File: src/rtl/paged_reg_pkg.sv
package paged_reg_pkg;
  typedef enum logic [1:0] {
    OP_READ  = 2'b00,
    OP_WRITE = 2'b01,
    OP_SET   = 2'b10,
    OP_RSVD  = 2'b11
  } op_e;

  typedef enum logic [2:0] {
    ST_IDLE  = 3'd0,
    ST_PAGE  = 3'd1,
    ST_READ  = 3'd2,
    ST_WRITE = 3'd3,
    ST_RESP  = 3'd4
  } seq_st_e;
endpackage

File: src/rtl/bank_tracker.sv
module bank_tracker #(
  parameter int BANK_W = 8
) (
  input  logic              clk,
  input  logic              rst_n,
  input  logic [BANK_W-1:0] query_bank,
  output logic              hit,
  input  logic              upd_en,
  input  logic [BANK_W-1:0] upd_bank,
  output logic              known,
  output logic [BANK_W-1:0] bank
);
  logic              known_q, known_d;
  logic [BANK_W-1:0] bank_q, bank_d;

  always_comb begin
    known_d = known_q;
    bank_d  = bank_q;
    if (upd_en) begin
      known_d = 1'b1;
      bank_d  = upd_bank;
    end
  end

  always_ff @(posedge clk or negedge rst_n) begin
    if (!rst_n) begin
      known_q <= 1'b0;
      bank_q  <= '0;
    end else begin
      known_q <= known_d;
      bank_q  <= bank_d;
    end
  end

  assign hit   = known_q && (bank_q == query_bank);
  assign known = known_q;
  assign bank  = bank_q;

  // the marker only leaves the invalid state through an update
  assert_known_needs_update_R2: assert property (@(posedge clk) disable iff (!rst_n)
    $rose(known_q) |-> $past(upd_en));
endmodule

File: src/rtl/rmw_merge.sv
module rmw_merge #(
  parameter int DATA_W = 8
) (
  input  logic [DATA_W-1:0] old_val,
  input  logic [DATA_W-1:0] new_val,
  input  logic [DATA_W-1:0] mask,
  output logic [DATA_W-1:0] merged
);
  for (genvar i = 0; i < DATA_W; i++) begin : g_bit
    assign merged[i] = mask[i] ? new_val[i] : old_val[i];
  end
endmodule

File: src/rtl/access_seq.sv
module access_seq
  import paged_reg_pkg::*;
#(
  parameter int              ADDR_W    = 16,
  parameter int              DATA_W    = 8,
  parameter logic [DATA_W-1:0] PAGE_ADDR = 8'hFF
) (
  input  logic              clk,
  input  logic              rst_n,
  input  logic              req_valid,
  output logic              req_ready,
  input  logic [1:0]        req_op,
  input  logic [ADDR_W-1:0] req_addr,
  input  logic [DATA_W-1:0] req_wdata,
  input  logic [DATA_W-1:0] req_mask,
  output logic              rsp_valid,
  output logic [DATA_W-1:0] rsp_rdata,
  output logic              rsp_err,
  input  logic              bank_hit,
  output logic              cache_upd,
  output logic [ADDR_W-DATA_W-1:0] cache_bank,
  output logic [DATA_W-1:0] old_q,
  output logic [DATA_W-1:0] wdata_q,
  output logic [DATA_W-1:0] mask_q,
  input  logic [DATA_W-1:0] merged_in,
  output logic              bus_req,
  output logic              bus_we,
  output logic [DATA_W-1:0] bus_addr,
  output logic [DATA_W-1:0] bus_wdata,
  input  logic              bus_ack,
  input  logic [DATA_W-1:0] bus_rdata,
  input  logic              bus_err
);
  localparam int BANK_W = ADDR_W - DATA_W;

  seq_st_e           st_q, st_d;
  logic [1:0]        op_q;
  logic [ADDR_W-1:0] addr_q;
  logic              ld_req, ld_old, ld_rsp;
  logic              rsp_err_d;
  logic [DATA_W-1:0] rsp_rdata_d;
  logic              rsp_err_q;
  logic [DATA_W-1:0] rsp_rdata_q;

  // next state
  always_comb begin
    st_d        = st_q;
    ld_req      = 1'b0;
    ld_old      = 1'b0;
    ld_rsp      = 1'b0;
    rsp_err_d   = 1'b0;
    rsp_rdata_d = '0;
    cache_upd   = 1'b0;
    unique case (st_q)
      ST_IDLE: begin
        if (req_valid) begin
          ld_req = 1'b1;
          if (req_op == OP_RSVD) begin
            st_d      = ST_RESP;
            ld_rsp    = 1'b1;
            rsp_err_d = 1'b1;
          end else if (!bank_hit) begin
            st_d = ST_PAGE;
          end else if (req_op == OP_WRITE) begin
            st_d = ST_WRITE;
          end else begin
            st_d = ST_READ;
          end
        end
      end
      ST_PAGE: begin
        if (bus_ack) begin
          if (bus_err) begin
            st_d      = ST_RESP;
            ld_rsp    = 1'b1;
            rsp_err_d = 1'b1;
          end else begin
            cache_upd = 1'b1;
            st_d      = (op_q == OP_WRITE) ? ST_WRITE : ST_READ;
          end
        end
      end
      ST_READ: begin
        if (bus_ack) begin
          if (bus_err) begin
            st_d      = ST_RESP;
            ld_rsp    = 1'b1;
            rsp_err_d = 1'b1;
          end else if (op_q == OP_SET) begin
            ld_old = 1'b1;
            st_d   = ST_WRITE;
          end else begin
            st_d        = ST_RESP;
            ld_rsp      = 1'b1;
            rsp_rdata_d = bus_rdata;
          end
        end
      end
      ST_WRITE: begin
        if (bus_ack) begin
          st_d        = ST_RESP;
          ld_rsp      = 1'b1;
          rsp_err_d   = bus_err;
          rsp_rdata_d = (op_q == OP_SET) ? old_q : '0;
        end
      end
      ST_RESP: st_d = ST_IDLE;
      default: st_d = ST_IDLE;
    endcase
  end

  // control registers
  always_ff @(posedge clk or negedge rst_n) begin
    if (!rst_n) begin
      st_q        <= ST_IDLE;
      rsp_err_q   <= 1'b0;
      rsp_rdata_q <= '0;
    end else begin
      st_q <= st_d;
      if (ld_rsp) begin
        rsp_err_q   <= rsp_err_d;
        rsp_rdata_q <= rsp_rdata_d;
      end
    end
  end

  // request data registers, enable only
  always_ff @(posedge clk) begin
    if (ld_req) begin
      op_q    <= req_op;
      addr_q  <= req_addr;
      wdata_q <= req_wdata;
      mask_q  <= req_mask;
    end
    if (ld_old) begin
      old_q <= bus_rdata;
    end
  end

  assign req_ready  = (st_q == ST_IDLE);
  assign rsp_valid  = (st_q == ST_RESP);
  assign rsp_rdata  = rsp_rdata_q;
  assign rsp_err    = rsp_err_q;
  assign cache_bank = addr_q[ADDR_W-1:DATA_W];
  assign bus_req    = (st_q == ST_PAGE) || (st_q == ST_READ) || (st_q == ST_WRITE);
  assign bus_we     = (st_q == ST_PAGE) || (st_q == ST_WRITE);
  assign bus_addr   = (st_q == ST_PAGE) ? PAGE_ADDR : addr_q[DATA_W-1:0];
  assign bus_wdata  = (st_q == ST_PAGE) ? DATA_W'(addr_q[ADDR_W-1:DATA_W]) :
                      (op_q == OP_SET)  ? merged_in : wdata_q;

  initial begin
    assert (BANK_W <= DATA_W);
  end

  assert_bus_hold_R11: assert property (@(posedge clk) disable iff (!rst_n)
    (bus_req && !bus_ack) |=> (bus_req && $stable(bus_we) && $stable(bus_addr) && $stable(bus_wdata)));

  assert_rsp_pulse_R13: assert property (@(posedge clk) disable iff (!rst_n)
    rsp_valid |=> (!rsp_valid && req_ready));

  assert_no_write_after_rd_err_R9: assert property (@(posedge clk) disable iff (!rst_n)
    (bus_req && !bus_we && bus_ack && bus_err) |=> !bus_req);

  assert_rsvd_no_bus_R12: assert property (@(posedge clk) disable iff (!rst_n)
    (req_valid && req_ready && req_op == 2'b11) |=> (!bus_req && rsp_valid && rsp_err));

  assert_page_err_ends_R8: assert property (@(posedge clk) disable iff (!rst_n)
    (bus_req && bus_we && bus_addr == PAGE_ADDR && st_q == ST_PAGE && bus_ack && bus_err)
      |=> (rsp_valid && rsp_err));
endmodule

File: src/rtl/paged_reg_access.sv
module paged_reg_access #(
  parameter int                ADDR_W    = 16,
  parameter int                DATA_W    = 8,
  parameter logic [DATA_W-1:0] PAGE_ADDR = 8'hFF
) (
  input  logic              clk,
  input  logic              rst_n,
  input  logic              req_valid,
  output logic              req_ready,
  input  logic [1:0]        req_op,
  input  logic [ADDR_W-1:0] req_addr,
  input  logic [DATA_W-1:0] req_wdata,
  input  logic [DATA_W-1:0] req_mask,
  output logic              rsp_valid,
  output logic [DATA_W-1:0] rsp_rdata,
  output logic              rsp_err,
  output logic              bus_req,
  output logic              bus_we,
  output logic [DATA_W-1:0] bus_addr,
  output logic [DATA_W-1:0] bus_wdata,
  input  logic              bus_ack,
  input  logic [DATA_W-1:0] bus_rdata,
  input  logic              bus_err
);
  localparam int BANK_W = ADDR_W - DATA_W;

  logic              hit, known, upd;
  logic [BANK_W-1:0] upd_bank, cur_bank;
  logic [DATA_W-1:0] old_v, new_v, msk_v, merged_v;

  bank_tracker #(.BANK_W(BANK_W)) u_trk (
    .clk        (clk),
    .rst_n      (rst_n),
    .query_bank (req_addr[ADDR_W-1:DATA_W]),
    .hit        (hit),
    .upd_en     (upd),
    .upd_bank   (upd_bank),
    .known      (known),
    .bank       (cur_bank)
  );

  rmw_merge #(.DATA_W(DATA_W)) u_mrg (
    .old_val (old_v),
    .new_val (new_v),
    .mask    (msk_v),
    .merged  (merged_v)
  );

  access_seq #(.ADDR_W(ADDR_W), .DATA_W(DATA_W), .PAGE_ADDR(PAGE_ADDR)) u_seq (
    .clk        (clk),
    .rst_n      (rst_n),
    .req_valid  (req_valid),
    .req_ready  (req_ready),
    .req_op     (req_op),
    .req_addr   (req_addr),
    .req_wdata  (req_wdata),
    .req_mask   (req_mask),
    .rsp_valid  (rsp_valid),
    .rsp_rdata  (rsp_rdata),
    .rsp_err    (rsp_err),
    .bank_hit   (hit),
    .cache_upd  (upd),
    .cache_bank (upd_bank),
    .old_q      (old_v),
    .wdata_q    (new_v),
    .mask_q     (msk_v),
    .merged_in  (merged_v),
    .bus_req    (bus_req),
    .bus_we     (bus_we),
    .bus_addr   (bus_addr),
    .bus_wdata  (bus_wdata),
    .bus_ack    (bus_ack),
    .bus_rdata  (bus_rdata),
    .bus_err    (bus_err)
  );

  // with no bank known, any device transaction must be the page write
  assert_first_is_page_R2: assert property (@(posedge clk) disable iff (!rst_n)
    (bus_req && !known) |-> (bus_we && bus_addr == PAGE_ADDR));

  // the remembered bank moves only after an acknowledged, error-free page write
  assert_bank_change_on_ok_R8: assert property (@(posedge clk) disable iff (!rst_n)
    !$stable(cur_bank) |-> $past(bus_req && bus_ack && !bus_err && bus_we && bus_addr == PAGE_ADDR));
endmodule

File: config.mk
export PLATFORM = sky130hd
export DESIGN_NAME = paged_reg_access
export DESIGN_NICKNAME = d
export VERILOG_FILES = /design/src/rtl/paged_reg_pkg.sv /design/src/rtl/bank_tracker.sv /design/src/rtl/rmw_merge.sv /design/src/rtl/access_seq.sv /design/src/rtl/paged_reg_access.sv
export SDC_FILE = /design/constraint.sdc
export NUM_CORES = 1
export LEC_CHECK = 0
export ABC_AREA = 1
export BUFFER_PORTS_ARGS = -buffer_cell sky130_fd_sc_hd__buf_2
export CAP_MARGIN = 10
export CORE_MARGIN = 2
export CORE_UTILIZATION = 40
export CTS_BUF_LIST = sky130_fd_sc_hd__clkbuf_8
export DETAILED_ROUTE_END_ITERATION = 16
export GPL_TIMING_DRIVEN = 0
export PLACE_DENSITY = 0.65
export REMOVE_ABC_BUFFERS = 1
export SYNTH_ARGS = -nofsm -noshare
export SYNTH_HDL_FRONTEND = slang
export SYNTH_HIERARCHICAL = 1
export SYNTH_SLANG_ARGS = --single-unit
export TNS_END_PERCENT = 10
File: constraint.sdc
create_clock -name clk -period 6.55 [get_ports clk]
set_clock_uncertainty 0.05 [all_clocks]
set_input_delay 1.31 -clock clk [delete_from_list [all_inputs] [get_ports clk]]
set_output_delay 1.31 -clock clk [all_outputs]
set_load 0.005 [all_outputs]
==> results.txt <==
- The number of endpoints with negative hold slack in the final report was 0.
* DR iter-0 viols: 169
- Number of instances in the synthesized netlist: 319
- Maximum number of pins on one net before global-route repair: 35
- For the worst setup path, the data arrival time is 1.79 ns.
- The tightest hold path in the finished design has a slack of 0.3965 ns.
* Floorplan Core Area: 7292 um^2
- Across the run, the number of max-cap violations was 0.
- The clock passes through at most 2 buffers.
- After clock tree synthesis, the clock-pin slew on the worst setup and hold paths is 0.07 ns.
* Vias/cell: 4.693
- The number of setup buffers added after CTS is 0.
- Hold buffers post-CTS: 0
- A synthesized cell averages 9.457 um^2.
- Met2 layer usage reported by global route: 0.2637
* Initial antenna violation count: 0
- Reg2reg path depth: 7
- Total wire length: 6559 um
* Critical path startpoint category: register
* Max-Slew Margin vs Limit: 0.3455
* Number of storage elements in the synthesis netlist: 63
* Run status: finished, final reports clean
* Sort of element at the end of the critical path: output port
- Die Y: 90.84 um
- For this run, the post-layout net count is 438.
- The critical path is of the register to output port type.
- In the global route stage, met1 resource usage came out at 0.2296.
* Post-synthesis cell area: 3017 um^2
- Count of endpoints failing setup in the final report: 0
- Starting utilization of the core area: 0.4137
* Post-layout instance count excluding filler cells: 495
- Routed wire length per instance: 13.25 um
* Width of the chip: 90.84 um
- GRT Util Overall: 0.1696
* Depth of the CTS H-tree: 3
* First-pass GRT wire length: 10870 um
- The congestion estimate from routability-driven global placement came to 0.7973.
- Met3 Resource Use GR: 0.04674
- Before antenna repair, the detailed router went through 4 iterations.
* Filler cell count in the final layout: 720
- Relative to the synthesized area, the layout overhead comes to 19.66%.
* Routed Antenna Nets: 0
* Share of synthesized area occupied by flip-flops and latches: 0.5923
* Clock Sink Count: 63
- Clock Tree Root: clkbuf_8
* Remaining DRCs: 0
* Leak pwr: 0.001749 uW
- Number of inserted diodes: 0
- Global-route layer with the greatest usage: met2
- CTS tree: done
- Of the available clock period, the critical path in the final layout requires 0.4814.
- Based on the critical path, the design can be clocked at up to 0.3171 GHz.
* Overall overflow remaining after global route: 0
- Vias: 2323
* Die area: 8252 um^2
- Total Neg Setup Slack: 0 ns
- CP Max Fanout: 16
- The worst path needs 3.153 ns of the cycle, external delays included.
* TritonCTS Buffers: 9
- At the pin with the least slew margin, the transition time is 0.9794 ns.
- Detailed placement ended at an HPWL of 4761 um.
- Vias in the first global route: 2239
- Non-Filler Cell Area, Final: 3610 um^2
- After detailed placement, the total cell area comes to 3420 um^2.
- Placement row count: 31
- For this run, the number of Yosys warnings is 6.
* Setup repair after global routing missed its margin: false
* Pwr Density: 392.0 nW/um^2
* Port bufs: 75
* I/O pin count: 76
- Gates resized during post-CTS repair numbered 0.
- The max-slew violation count came to 0.
* Post-layout util: 0.4950
* Hold path cells: 2
- Of the cells placed in the final design, the portion with a size suffix greater than 1 is 0.2828.
- Number of different library cells in the post-synthesis netlist: 24
- Data on the critical path is required at its endpoint by 5.19 ns.
- Type of the most critical hold path: register to register
- At the later pin of the worst-skew pair, clock insertion delay measures 0.33 ns.
- Worst supply voltage drop on vdd: 0.1502 mV
* Cell Count Post-Placement: 479
## where the power goes
| group | internal, uW | leakage, uW | switching [uW] |
|---|---|---|---|
| logic | 182 | 0.000989 | 285 |
| registers | 555 | 0.000660 | 66.9 |
| clock network | 181 | 0.000100 | 145 |
## registers in the layout (all words and copies together) (netlist names)
register         flops
u_seq/old_q          8
u_seq/st_q           3
u_seq/addr_q        16
u_trk/bank           8
u_seq/mask_q         8
u_seq/wdata_q        8
u_trk/known          1
u_seq/rsp_rdata      8
u_seq/op_q           2
u_seq/rsp_err        1
## critical path, cell delays in order (launching register included)
cell and delay, ns:
edfxtp_1 0.42, inv_1 0.06, nand2_1 0.46, nand2_1 0.11, a31oi_1 0.26, buf_2 0.16
## cell families (layout without fill, tap and decap cells)
kind of cell | Yosys count | in the layout | share of synthesized area
simple gates | 192 | 192 | 0.2974
buf+inv | 47 | 124 | 0.07632
xor+xnor | 2 | 2 | 0.005808
flops | 63 | 63 | 0.5923
compound gates | 15 | 15 | 0.02820
## synthesized netlist by cell type
master	n	share of area
nand2_4	1	0.0037
nand2_1	112	0.14
inv_2	3	0.0037
nor2_4	6	0.022
nand2_2	1	0.0021
o21ai_0	6	0.010
nand3_4	2	0.012
nor3_1	1	0.0017
inv_4	1	0.0021
inv_1	29	0.036
dfrtp_1	21	0.17
edfxtp_1	42	0.42
nor2_1	25	0.031
xnor2_1	2	0.0058
buf_4	11	0.027
nand4_1	9	0.019
buf_6	1	0.0037
nor2_8	1	0.0066
nor2_2	1	0.0021
nand3_1	25	0.041
buf_2	2	0.0033
a31oi_1	8	0.017
a21oi_1	1	0.0017
or2_2	8	0.017
## layer usage
layer | share of wire | wire [um]
met2 | 0.46 | 3037
met1 | 0.47 | 3054
met4 | 0.013 | 82
met5 | 0 | 0
met3 | 0.059 | 384
## cell type report
class / instances / area [um^2] / area share
inverter: 33 / 126.4 / 0.03501
clock inverter: 6 / 52.55 / 0.01456
clock buffer: 10 / 137.6 / 0.03813
timing repair buffer: 75 / 375.4 / 0.1040
sequential: 63 / 1787 / 0.4950
tap: 99 / 123.9 / 0.03432
multi-input combinational: 209 / 1007 / 0.2790
## layout by cell type, fill, tap and decap left out, drive strengths merged
master    instances
a31oi             8
inv              35
nor2             33
dfrtp            21
clkbuf           10
clkinvlp          1
a21oi             1
or2               8
bufinv            1
nand3            27
clkinv            2
o21ai             6
nand4             9
buf              75
nand2           114
edfxtp           42
nor3              1
xnor2             2
## worst paths after layout
kind                               start            end  slack, ns
max                        u_seq/op_q[0]   bus_wdata[6]       3.40
max in group asynchronous          rst_n  u_trk/bank[0]       5.21
max reg2reg                u_seq/st_q[0]  u_trk/bank[7]       4.17
min in group asynchronous          rst_n  u_seq/rsp_err       0.89
min                          u_trk/known    u_trk/known       0.40
min reg2reg                  u_trk/known    u_trk/known       0.40
## through the flow
step	power, uW	setup WS, ns
floorplan	910.4	3.283
global placement	1091	2.564
detailed placement	1105	3.670
CTS	1434	3.381
global route	1522	3.254
finish	1415	3.397
(Power assumes the default switching activity.)
